### src/rtl/adc_rf_pkg.sv
package adc_rf_pkg;
  typedef enum logic [2:0] {RK_NONE, RK_CHAN, RK_LAST, RK_STAT, RK_MASK} acc_kind_e;

  // Map: channels at 0..nch-1, last result, status, mask follow in that order.
  function automatic acc_kind_e classify(input int unsigned addr, input int unsigned nch);
    if (addr < nch)          return RK_CHAN;
    else if (addr == nch)    return RK_LAST;
    else if (addr == nch+1)  return RK_STAT;
    else if (addr == nch+2)  return RK_MASK;
    else                     return RK_NONE;
  endfunction
endpackage

### src/rtl/adc_rf_store.sv
module adc_rf_store #(
  parameter int NUM_CH = 8,
  parameter int DATA_W = 10,
  localparam int CH_W  = $clog2(NUM_CH)
) (
  input  logic              clk,
  input  logic              rst_n,
  input  logic              take,
  input  logic [CH_W-1:0]   take_ch,
  input  logic [DATA_W-1:0] take_data,
  output logic [DATA_W-1:0] ch_data [NUM_CH],
  output logic [DATA_W-1:0] last_data
);
  for (genvar g = 0; g < NUM_CH; g++) begin : g_chan
    always_ff @(posedge clk or negedge rst_n) begin
      if (!rst_n)                                ch_data[g] <= '0;
      else if (take && take_ch == CH_W'(g))      ch_data[g] <= take_data;
    end
  end

  always_ff @(posedge clk or negedge rst_n) begin
    if (!rst_n)    last_data <= '0;
    else if (take) last_data <= take_data;
  end
endmodule

### src/rtl/adc_rf_flags.sv
module adc_rf_flags #(
  parameter int NUM_CH = 8,
  localparam int CH_W  = $clog2(NUM_CH)
) (
  input  logic              clk,
  input  logic              rst_n,
  input  logic              take,
  input  logic [CH_W-1:0]   take_ch,
  input  logic              clr_chan,
  input  logic [CH_W-1:0]   clr_idx,
  input  logic              clr_last,
  input  logic              clr_ovr,
  output logic [NUM_CH-1:0] eoc,
  output logic [NUM_CH-1:0] ovr,
  output logic              drdy,
  output logic              govr,
  output logic [CH_W-1:0]   last_ch,
  output logic              drdy_rise
);
  logic [NUM_CH-1:0] eoc_n, ovr_n;
  logic              drdy_n, govr_n;
  logic [CH_W-1:0]   last_n;

  always_comb begin
    eoc_n  = eoc;
    drdy_n = drdy;
    ovr_n  = clr_ovr ? '0 : ovr;
    govr_n = clr_ovr ? 1'b0 : govr;
    last_n = last_ch;
    // clears first, sets after: a set in the same cycle wins
    if (clr_chan) eoc_n[clr_idx] = 1'b0;
    if (clr_last) begin
      eoc_n[last_ch] = 1'b0;
      drdy_n         = 1'b0;
    end
    if (take) begin
      if (eoc[take_ch]) ovr_n[take_ch] = 1'b1;
      if (drdy)         govr_n         = 1'b1;
      eoc_n[take_ch] = 1'b1;
      drdy_n         = 1'b1;
      last_n         = take_ch;
    end
  end

  assign drdy_rise = drdy_n & ~drdy;

  always_ff @(posedge clk or negedge rst_n) begin
    if (!rst_n) begin
      eoc     <= '0;
      ovr     <= '0;
      drdy    <= 1'b0;
      govr    <= 1'b0;
      last_ch <= '0;
    end else begin
      eoc     <= eoc_n;
      ovr     <= ovr_n;
      drdy    <= drdy_n;
      govr    <= govr_n;
      last_ch <= last_n;
    end
  end
endmodule

### src/rtl/adc_rf_regif.sv
module adc_rf_regif
  import adc_rf_pkg::*;
#(
  parameter int NUM_CH      = 8,
  parameter int DATA_W      = 10,
  parameter int ADDR_W      = 4,
  parameter int RD_W        = 32,
  parameter int LAST_CH_LSB = 16,
  localparam int CH_W       = $clog2(NUM_CH),
  localparam int STAT_W     = 2*NUM_CH + 2
) (
  input  logic              clk,
  input  logic              rst_n,
  input  logic              rd_en,
  input  logic [ADDR_W-1:0] rd_addr,
  input  logic              wr_en,
  input  logic [ADDR_W-1:0] wr_addr,
  input  logic [STAT_W-1:0] wr_data,
  input  logic [STAT_W-1:0] status,
  input  logic [DATA_W-1:0] ch_data [NUM_CH],
  input  logic [DATA_W-1:0] last_data,
  input  logic [CH_W-1:0]   last_ch,
  input  logic              drdy_rise,
  input  logic              dma_en,
  output logic [RD_W-1:0]   rd_data,
  output logic [STAT_W-1:0] mask,
  output logic              irq,
  output logic              dma_req,
  output logic              clr_chan,
  output logic [CH_W-1:0]   clr_idx,
  output logic              clr_last,
  output logic              clr_ovr
);
  acc_kind_e       rkind;
  logic            wr_mask;
  logic [RD_W-1:0] rd_next;

  assign rkind    = rd_en ? classify(32'(rd_addr), NUM_CH) : RK_NONE;
  assign wr_mask  = wr_en && (classify(32'(wr_addr), NUM_CH) == RK_MASK);
  assign clr_chan = (rkind == RK_CHAN);
  assign clr_idx  = rd_addr[CH_W-1:0];
  assign clr_last = (rkind == RK_LAST);
  assign clr_ovr  = (rkind == RK_STAT);

  always_comb begin
    rd_next = rd_data;
    case (rkind)
      RK_CHAN: begin
        rd_next = '0;
        rd_next[DATA_W-1:0] = ch_data[clr_idx];
      end
      RK_LAST: begin
        rd_next = '0;
        rd_next[DATA_W-1:0] = last_data;
        rd_next[LAST_CH_LSB +: CH_W] = last_ch;
      end
      RK_STAT: begin
        rd_next = '0;
        rd_next[STAT_W-1:0] = status;
      end
      RK_MASK: begin
        rd_next = '0;
        rd_next[STAT_W-1:0] = mask;
      end
      default: ;
    endcase
  end

  always_ff @(posedge clk or negedge rst_n) begin
    if (!rst_n) begin
      rd_data <= '0;
      mask    <= '0;
      dma_req <= 1'b0;
    end else begin
      rd_data <= rd_next;
      if (wr_mask) mask <= wr_data;
      dma_req <= dma_en & drdy_rise;
    end
  end

  assign irq = |(status & mask);
endmodule

### src/rtl/adc_result_flags.sv
module adc_result_flags #(
  parameter int NUM_CH      = 8,
  parameter int DATA_W      = 10,
  parameter int ADDR_W      = 4,
  parameter int RD_W        = 32,
  parameter int LAST_CH_LSB = 16,
  localparam int CH_W       = $clog2(NUM_CH),
  localparam int STAT_W     = 2*NUM_CH + 2
) (
  input  logic              clk,
  input  logic              rst_n,
  input  logic              conv_valid,
  output logic              conv_ready,
  input  logic [CH_W-1:0]   conv_ch,
  input  logic [DATA_W-1:0] conv_data,
  input  logic              rd_en,
  input  logic [ADDR_W-1:0] rd_addr,
  output logic [RD_W-1:0]   rd_data,
  input  logic              wr_en,
  input  logic [ADDR_W-1:0] wr_addr,
  input  logic [STAT_W-1:0] wr_data,
  input  logic              dma_en,
  output logic              dma_req,
  output logic              irq
);
  logic              take;
  logic [NUM_CH-1:0] eoc_q, ovr_q;
  logic              drdy_q, govr_q, drdy_rise;
  logic [CH_W-1:0]   last_ch_q, clr_idx;
  logic              clr_chan, clr_last, clr_ovr;
  logic [STAT_W-1:0] status, mask_q;
  logic [DATA_W-1:0] ch_data [NUM_CH];
  logic [DATA_W-1:0] last_data;

  always_ff @(posedge clk or negedge rst_n) begin
    if (!rst_n) conv_ready <= 1'b0;
    else        conv_ready <= 1'b1;
  end

  assign take   = conv_valid & conv_ready;
  assign status = {govr_q, drdy_q, ovr_q, eoc_q};

  adc_rf_store #(.NUM_CH(NUM_CH), .DATA_W(DATA_W)) u_store (
    .clk, .rst_n, .take, .take_ch(conv_ch), .take_data(conv_data),
    .ch_data, .last_data
  );

  adc_rf_flags #(.NUM_CH(NUM_CH)) u_flags (
    .clk, .rst_n, .take, .take_ch(conv_ch),
    .clr_chan, .clr_idx, .clr_last, .clr_ovr,
    .eoc(eoc_q), .ovr(ovr_q), .drdy(drdy_q), .govr(govr_q),
    .last_ch(last_ch_q), .drdy_rise
  );

  adc_rf_regif #(
    .NUM_CH(NUM_CH), .DATA_W(DATA_W), .ADDR_W(ADDR_W),
    .RD_W(RD_W), .LAST_CH_LSB(LAST_CH_LSB)
  ) u_regif (
    .clk, .rst_n, .rd_en, .rd_addr, .wr_en, .wr_addr, .wr_data,
    .status, .ch_data, .last_data, .last_ch(last_ch_q),
    .drdy_rise, .dma_en, .rd_data, .mask(mask_q), .irq, .dma_req,
    .clr_chan, .clr_idx, .clr_last, .clr_ovr
  );
endmodule

### config.mk
export PLATFORM = sky130hd
export DESIGN_NAME = adc_result_flags
export DESIGN_NICKNAME = d
export VERILOG_FILES = /design/src/rtl/adc_rf_pkg.sv /design/src/rtl/adc_rf_store.sv /design/src/rtl/adc_rf_flags.sv /design/src/rtl/adc_rf_regif.sv /design/src/rtl/adc_result_flags.sv
export SDC_FILE = /design/constraint.sdc
export NUM_CORES = 1
export LEC_CHECK = 0
export BUFFER_PORTS_ARGS = -buffer_cell sky130_fd_sc_hd__buf_4
export CAP_MARGIN = 5
export CORE_ASPECT_RATIO = 0.8
export CORE_MARGIN = 2
export CORE_UTILIZATION = 55
export CTS_CLUSTER_DIAMETER = 100
export DETAILED_ROUTE_END_ITERATION = 12
export GPL_TIMING_DRIVEN = 0
export PLACE_DENSITY = 0.76
export SLEW_MARGIN = 25
export SYNTH_ARGS = -nofsm -noshare
export SYNTH_HDL_FRONTEND = slang
export SYNTH_SLANG_ARGS = --single-unit
### constraint.sdc
create_clock -name clk -period 2.1 [get_ports clk]
set_clock_uncertainty 0.15 [all_clocks]
set_input_delay 0.315 -clock clk [delete_from_list [all_inputs] [get_ports clk]]
set_output_delay 0.315 -clock clk [all_outputs]
set_load 0.01 [all_outputs]
Word level (Yosys, flattened, before mapping)
Index checks and enable logic that the tools add are counted.
- register bits: 163
- bits in latches: 0
- memory bits (writable): 0
- ROM bits: 0
- input port bits: 45
- word-level logic and storage cells: 104
- memories kept: 0
- add/sub/neg operators: 0
- multiply operators: 0
- divide/modulo/power cells: 0
- $lt $le $gt $ge: 9
- eq/ne operators: 18
- shift-type cells: 0
- mux-type cells: 32
- bitwise operators: 12
- reductions and logical operators: 15
- operator list (operator ; count):
    $pmux W32 S4 ; 1
    $mux W8 ; 6
    $bmux W10 S3 ; 1
    $mux W3 ; 9
    $eq A4 B4 Y1 const B ; 6
    $mux W10 ; 2
    $and A18 B18 Y18 ; 1
    $eq A3 B3 Y1 const B ; 6
    $reduce_or A18 Y1 ; 1
    $and A8 B8 Y8 ; 2
    $not A8 Y8 ; 2
    $or A8 B8 Y8 ; 2
    $eq A3 B2 Y1 const B ; 4
    $logic_and A1 B1 Y1 ; 12
    $lt A3 B4 Y1 const B ; 3
    $demux W1 S3 ; 3
    $ge A3 B1 Y1 const B ; 3
    $mux W1 ; 9
    $lt A4 B4 Y1 const B ; 2
    $eq A3 B1 Y1 const B ; 2
    $ge A4 B4 Y1 const B ; 1
    $not A3 Y4 ; 1
    $reduce_bool A4 Y1 ; 1
    $and A1 B1 Y1 ; 3
    3 further kinds ; 3

Depth between registers and ports, before layout
- depth after elaboration: 12
- gate-level depth with buffers: 7
- depth with buffers taken out: 4

By module
From an unflattened synthesis, not the netlist that was laid out.
- cells, all modules: 498
- area total of the unflattened synthesis: 7048.0 um^2
- modules (own cells, without submodules) (module ; times used ; cells each ; area each (um^2) ; seq. area each (um^2)):
    adc_rf_store ; 1 ; 197 ; 3417.0 ; 2252.2
    adc_rf_regif ; 1 ; 204 ; 2597.5 ; 950.9
    adc_rf_flags ; 1 ; 94 ; 998.5 ; 525.5
    adc_result_flags ; 1 ; 3 ; 35.0 ; 25.0

Worst setup path after synthesis
No wires, ideal clock.
- path type: flip-flop to flip-flop
- start: register conv_ready
- end: register u_store.ch_data[72] in the netlist's numbering
- library setup time: 0.125 ns
- arrival: 1.478 ns
- path slack: 0.347 ns
- cell stages (with the launch flop): 5
- buffers on the path: 1
- clock period less this slack: 1.753 ns
- cell sequence: dfrtp_1 -> nand2_2 -> or4_4 -> buf_6 -> mux2_4
- longest elaborated chain between the ends: 2
- ends and longest elaborated chain (what ; RTL line ; RTL):
    start: declaration ; adc_result_flags.sv:13 ; output logic conv_ready,
    start signal: assignment ; adc_result_flags.sv:36 ; if (!rst_n) conv_ready <= 1'b0;
    start signal: assignment ; adc_result_flags.sv:37 ; else conv_ready <= 1'b1;
    $and A1 B1 Y1 ; adc_result_flags.sv:40 ; assign take = conv_valid & conv_ready;
    $logic_and A1 B1 Y1 ; adc_rf_store.sv:17 ; else if (take && take_ch == CH_W'(g)) ch_data[g] <= take_data;
    end signal: indexed assignment ; adc_rf_store.sv:17 ;
    end: declaration ; adc_rf_store.sv:11 ; output logic [DATA_W-1:0] ch_data [NUM_CH],
Every way passes these cells.
A chain may end at the register's enable or synchronous reset.

Final worst setup path
- start: register u_flags.eoc[7]
- end: output port irq
- longest elaborated chain between the ends: 2
- ends and longest elaborated chain (what ; RTL line ; RTL):
    start: declaration ; adc_rf_flags.sv:13 ; output logic [NUM_CH-1:0] eoc,
    start signal: assignment ; adc_rf_flags.sv:55 ; eoc <= eoc_n;
    $and A18 B18 Y18 ; adc_rf_regif.sv:81 ; assign irq = |(status & mask);
    $reduce_or A18 Y1 ; adc_rf_regif.sv:81 ;
    end: declaration ; adc_result_flags.sv:24 ; output logic irq
Every way passes these cells.

==> impl_metrics.tcl <==
set metrics [dict create \
    outcome "complete, but fails checks" \
    failed_checks "negative setup slack" \
    core.rowCount 36 \
    antenna_left 0 \
    cap_violations 0 \
    fin_ws_ns -0.102 \
    pin_count_of_the_biggest_net_entering_global_routing 92 \
    nNetsFinal 692 \
    clock_path_buffers 2 \
    postSynthAreaPerCell_um2 13.1 \
    synthCells 527 \
    r2r_cells 3 \
    min_delay_path_depth 2 \
    finalHoldViolations 0 \
    wirelength_met1_um 7880 \
    grt_antenna_before_repair 0 \
    wire_per_inst_um 21.7 \
    timing.critical_path.cells "a22o_1, a221oi_2, and3_1, nand4_1, buf_4" \
    finish.utilization_pct 69.8 \
    seq_area_frac_synth_pct 54.5 \
    n_fill_cell 851 \
    initial_utilization_pct 56.5 \
    layout.area.seq_mm2 0.00375 \
    critical_path.top_delay_family "compound AO/OA/AOI/OAI gates" \
    io_buffers 63 \
    max_slew.worst_pin.slew_ns 0.968 \
    power.leakage_nw 3.93 \
    synth_top_area_share_pct 54.5 \
    met3_length_um 1350 \
    layoutNonFillerInstCount 830 \
    routabilityCongestion 0.962 \
    rr_startpoint "conv_ready$_DFF_PN0_" \
    worstSetupStartpointType "flip-flop" \
    grt_pass1_wl_um 27900 \
    synth_top_flop_cell "sky130_fd_sc_hd__dfrtp_1" \
    global_route.usage.total_pct 27.5 \
    critPathRequiredTime_ns 1.63 \
    clock_tree_from_tritoncts "done" \
    yosysWarnings 0 \
    reg2reg_setup_slack_ns 0.09 \
    unrepaired_setup_endpoints_after_global_routing "true" \
    synth_async_reset_ratio_pct 100 \
    clk_latency_ns 0.42 \
    clock_sink_count 150 \
    wirelength_um 18000 \
    worst_hold_path_type "in2reg" \
    die_width_um 129 \
    synth.top_cells.by_count "150 x sky130_fd_sc_hd__dfrtp_1, 102 x sky130_fd_sc_hd__mux2_2, 32 x sky130_fd_sc_hd__mux2i_1, 22 x sky130_fd_sc_hd__nand2_1, 19 x sky130_fd_sc_hd__buf_2" \
    cts_buffers 17 \
    area_growth_pct 23.6 \
    final_power_mw 8.51 \
    slew_headroom_pct 34.8 \
    critical_path.n_buffers_inverters 1 \
    antenna-diode-count 0 \
    drc 0 \
    p_int_mw 6.24 \
    maxClockFrequency_mhz 454 \
    portion_of_total_power_attributed_to_combinational_logic_pct 18.5 \
    detail_route.first_pass.iterations 5 \
    area_of_the_placeable_core_mm2 0.0122 \
    crit-reg2reg-capture "u_store.last_data[7]$_DFFE_PN0P_" \
    power-per-cell-area_mw_per_mm2 999 \
    highest-signal-layer "met4" \
    grt_overflow 0 \
    via_per_inst 6.02 \
    classification_of_the_worst_setup_path "reg2out" \
    first_global_vias 5071 \
    crit_slowest_cell "sky130_fd_sc_hd__dfrtp_1" \
    yosysMostFrequentCell "sky130_fd_sc_hd__dfrtp_1" \
    critical_path_arrival_ns 1.74 \
    met2_length_um 8410 \
    min_period_ns 2.20 \
    cts.htree.levels 4 \
    post-route-period-util_pct 105 \
    hold_end "u_regif.dma_req$_DFF_PN0_" \
    post-synth-top-area-cell "sky130_fd_sc_hd__dfrtp_1" \
    yosys-top-cells-area "sky130_fd_sc_hd__dfrtp_1 54%, sky130_fd_sc_hd__mux2_2 17%, sky130_fd_sc_hd__mux2i_1 4.6%" \
    ys_ff_latch 150 \
    multi_input_area_mm2 0.00292 \
    worst_path_largest_cell_delay_ns 0.41 \
    fp.dieArea_mm2 0.0134 \
    report.final.slew_viol_count 0 \
    min_from "dma_en" \
    max-vdd-ir-drop_uv 736 \
    place_hpwl_um 11600 \
    final_setup_fails 1 \
    sw_frac_of_total_pct 26.7 \
    critPathCaptureType "output pin" \
    cts.reportedPaths.clkPinSlew_ns 0.06 \
    path_max_fanout 2 \
    die_y_um 104 \
    drt_iter0_markers 589 \
    dp.cells 774 \
    design.portCount 80 \
    post_route_cells_drive_above_1_share_pct 39.9 \
    synth-edff-count 0 \
    cts.root.buffer_cell "sky130_fd_sc_hd__clkbuf_16" \
    number_of_unique_standard_cell_types_used_by_synthesis 46 \
    power.share.clock_pct 35.2 \
    syn_area_mm2 0.00689 \
    switchingPower_mw 2.27 \
    dr_total_vias 4994 \
    power.sequential.fraction_pct 46.3 \
]
-- final cells by class --
class	count	share of cell area, %
Sequential cell	150	44.1
Buffer	43	3.11
Timing Repair Buffer	89	8.73
Clock inverter	8	1.16
Inverter	11	0.485
Tap cell	171	2.51
Clock buffer	23	5.61
Multi-Input combinational cell	335	34.3
-- layer usage --
metal  track usage, %  vias up
met5                0        -
met4             8.54        0
met3             6.94       41
met2             41.8      234
met1             39.1     2538
li1                 -     2181
-- sequential cells by signal, indices dropped and copies added (netlist names) --
name,flops
u_flags.eoc,8
u_flags.drdy,1
u_store.last_data,10
u_regif.mask,18
u_regif.rd_data,19
u_store.ch_data,80
u_flags.ovr,8
u_regif.dma_req,1
conv_ready,1
u_flags.last_ch,3
u_flags.govr,1
-- placed cells by master (no fill, tap or decap), drive strengths merged, types with 3 or more instances in the layout --
| cell | instances |
|---|---|
| inv | 11 |
| nand3 | 13 |
| a32o | 3 |
| nand2 | 23 |
| clkinv | 4 |
| a22o | 12 |
| a221oi | 7 |
| mux4 | 6 |
| a31oi | 3 |
| mux2i | 32 |
| nor2 | 12 |
| o22ai | 7 |
| o221ai | 4 |
| dfrtp | 150 |
| dlygate4sd3 | 19 |
| o21ai | 17 |
| a222oi | 6 |
| mux2 | 110 |
| clkbuf | 31 |
| a21oi | 3 |
| nand2b | 6 |
| conb | 14 |
| nand4 | 6 |
| a22oi | 18 |
| buf | 105 |
| a211oi | 3 |
| nor3b | 3 |
| o21bai | 3 |
| nor3 | 5 |
| and2 | 3 |
-- cell families after synthesis --
logic type	share of synthesized area, %
buf+inv	4.34
compound gates	9.68
simple gates	6.39
other cells	0.109
flops	54.5
mux	25.0
-- stage by stage --
step	setup slack, ns	cell area [um2]	hold WS (ns)	TNS [ns]
2_1_floorplan	0.347	6940	-0.131	0
6_report	-0.102	8520	0.0253	-0.102
5_1_grt	-0.166	8520	0.0219	-0.166
3_5_place_dp	-0.162	7660	0.127	-0.753
3_3_place_gp	-0.126	7620	0.334	-7.19
4_1_cts	-0.0490	8480	0.0213	-0.0490
-- how the worst max path moves through the flow --
stage / end / cells past startpoint / startpoint / slack [ns]
floorplan: u_store.ch_data[72]$_DFFE_PN0P_ / 4 / conv_ready$_DFF_PN0_ / 0.35
global placement: u_store.ch_data[48]$_DFFE_PN0P_ / 5 / conv_ch[0] / -0.13
detailed placement: u_store.ch_data[48]$_DFFE_PN0P_ / 5 / conv_ch[0] / -0.16
CTS: irq / 5 / u_flags.eoc[7]$_DFF_PN0_ / -0.05
global route: irq / 5 / u_flags.eoc[7]$_DFF_PN0_ / -0.17
finish: irq / 5 / u_flags.eoc[7]$_DFF_PN0_ / -0.10
-- repair_timing --
item | 4_1_cts | 5_1_grt
setup buffers | 4 | 2
endpoints found under the hold margin | 77 | 0
endpoints found under the setup margin | 20 | 25
pin swaps | 1 | 1
hold buffers | 19 | 0
resized for setup | 6 | 5
-- power groups by stage --
stage | logic [mW] | clock network (mW) | registers, mW
final | 1.57 | 2.99 | 3.94
after global routing | 1.70 | 3.14 | 4.00
after CTS | 1.54 | 3.01 | 3.92
after detailed placement | 1.44 | 0 | 3.96
after global placement | 1.38 | 0 | 3.92
after floorplan | 0.989 | 0 | 3.84
Power figures use the tool's default switching activity.
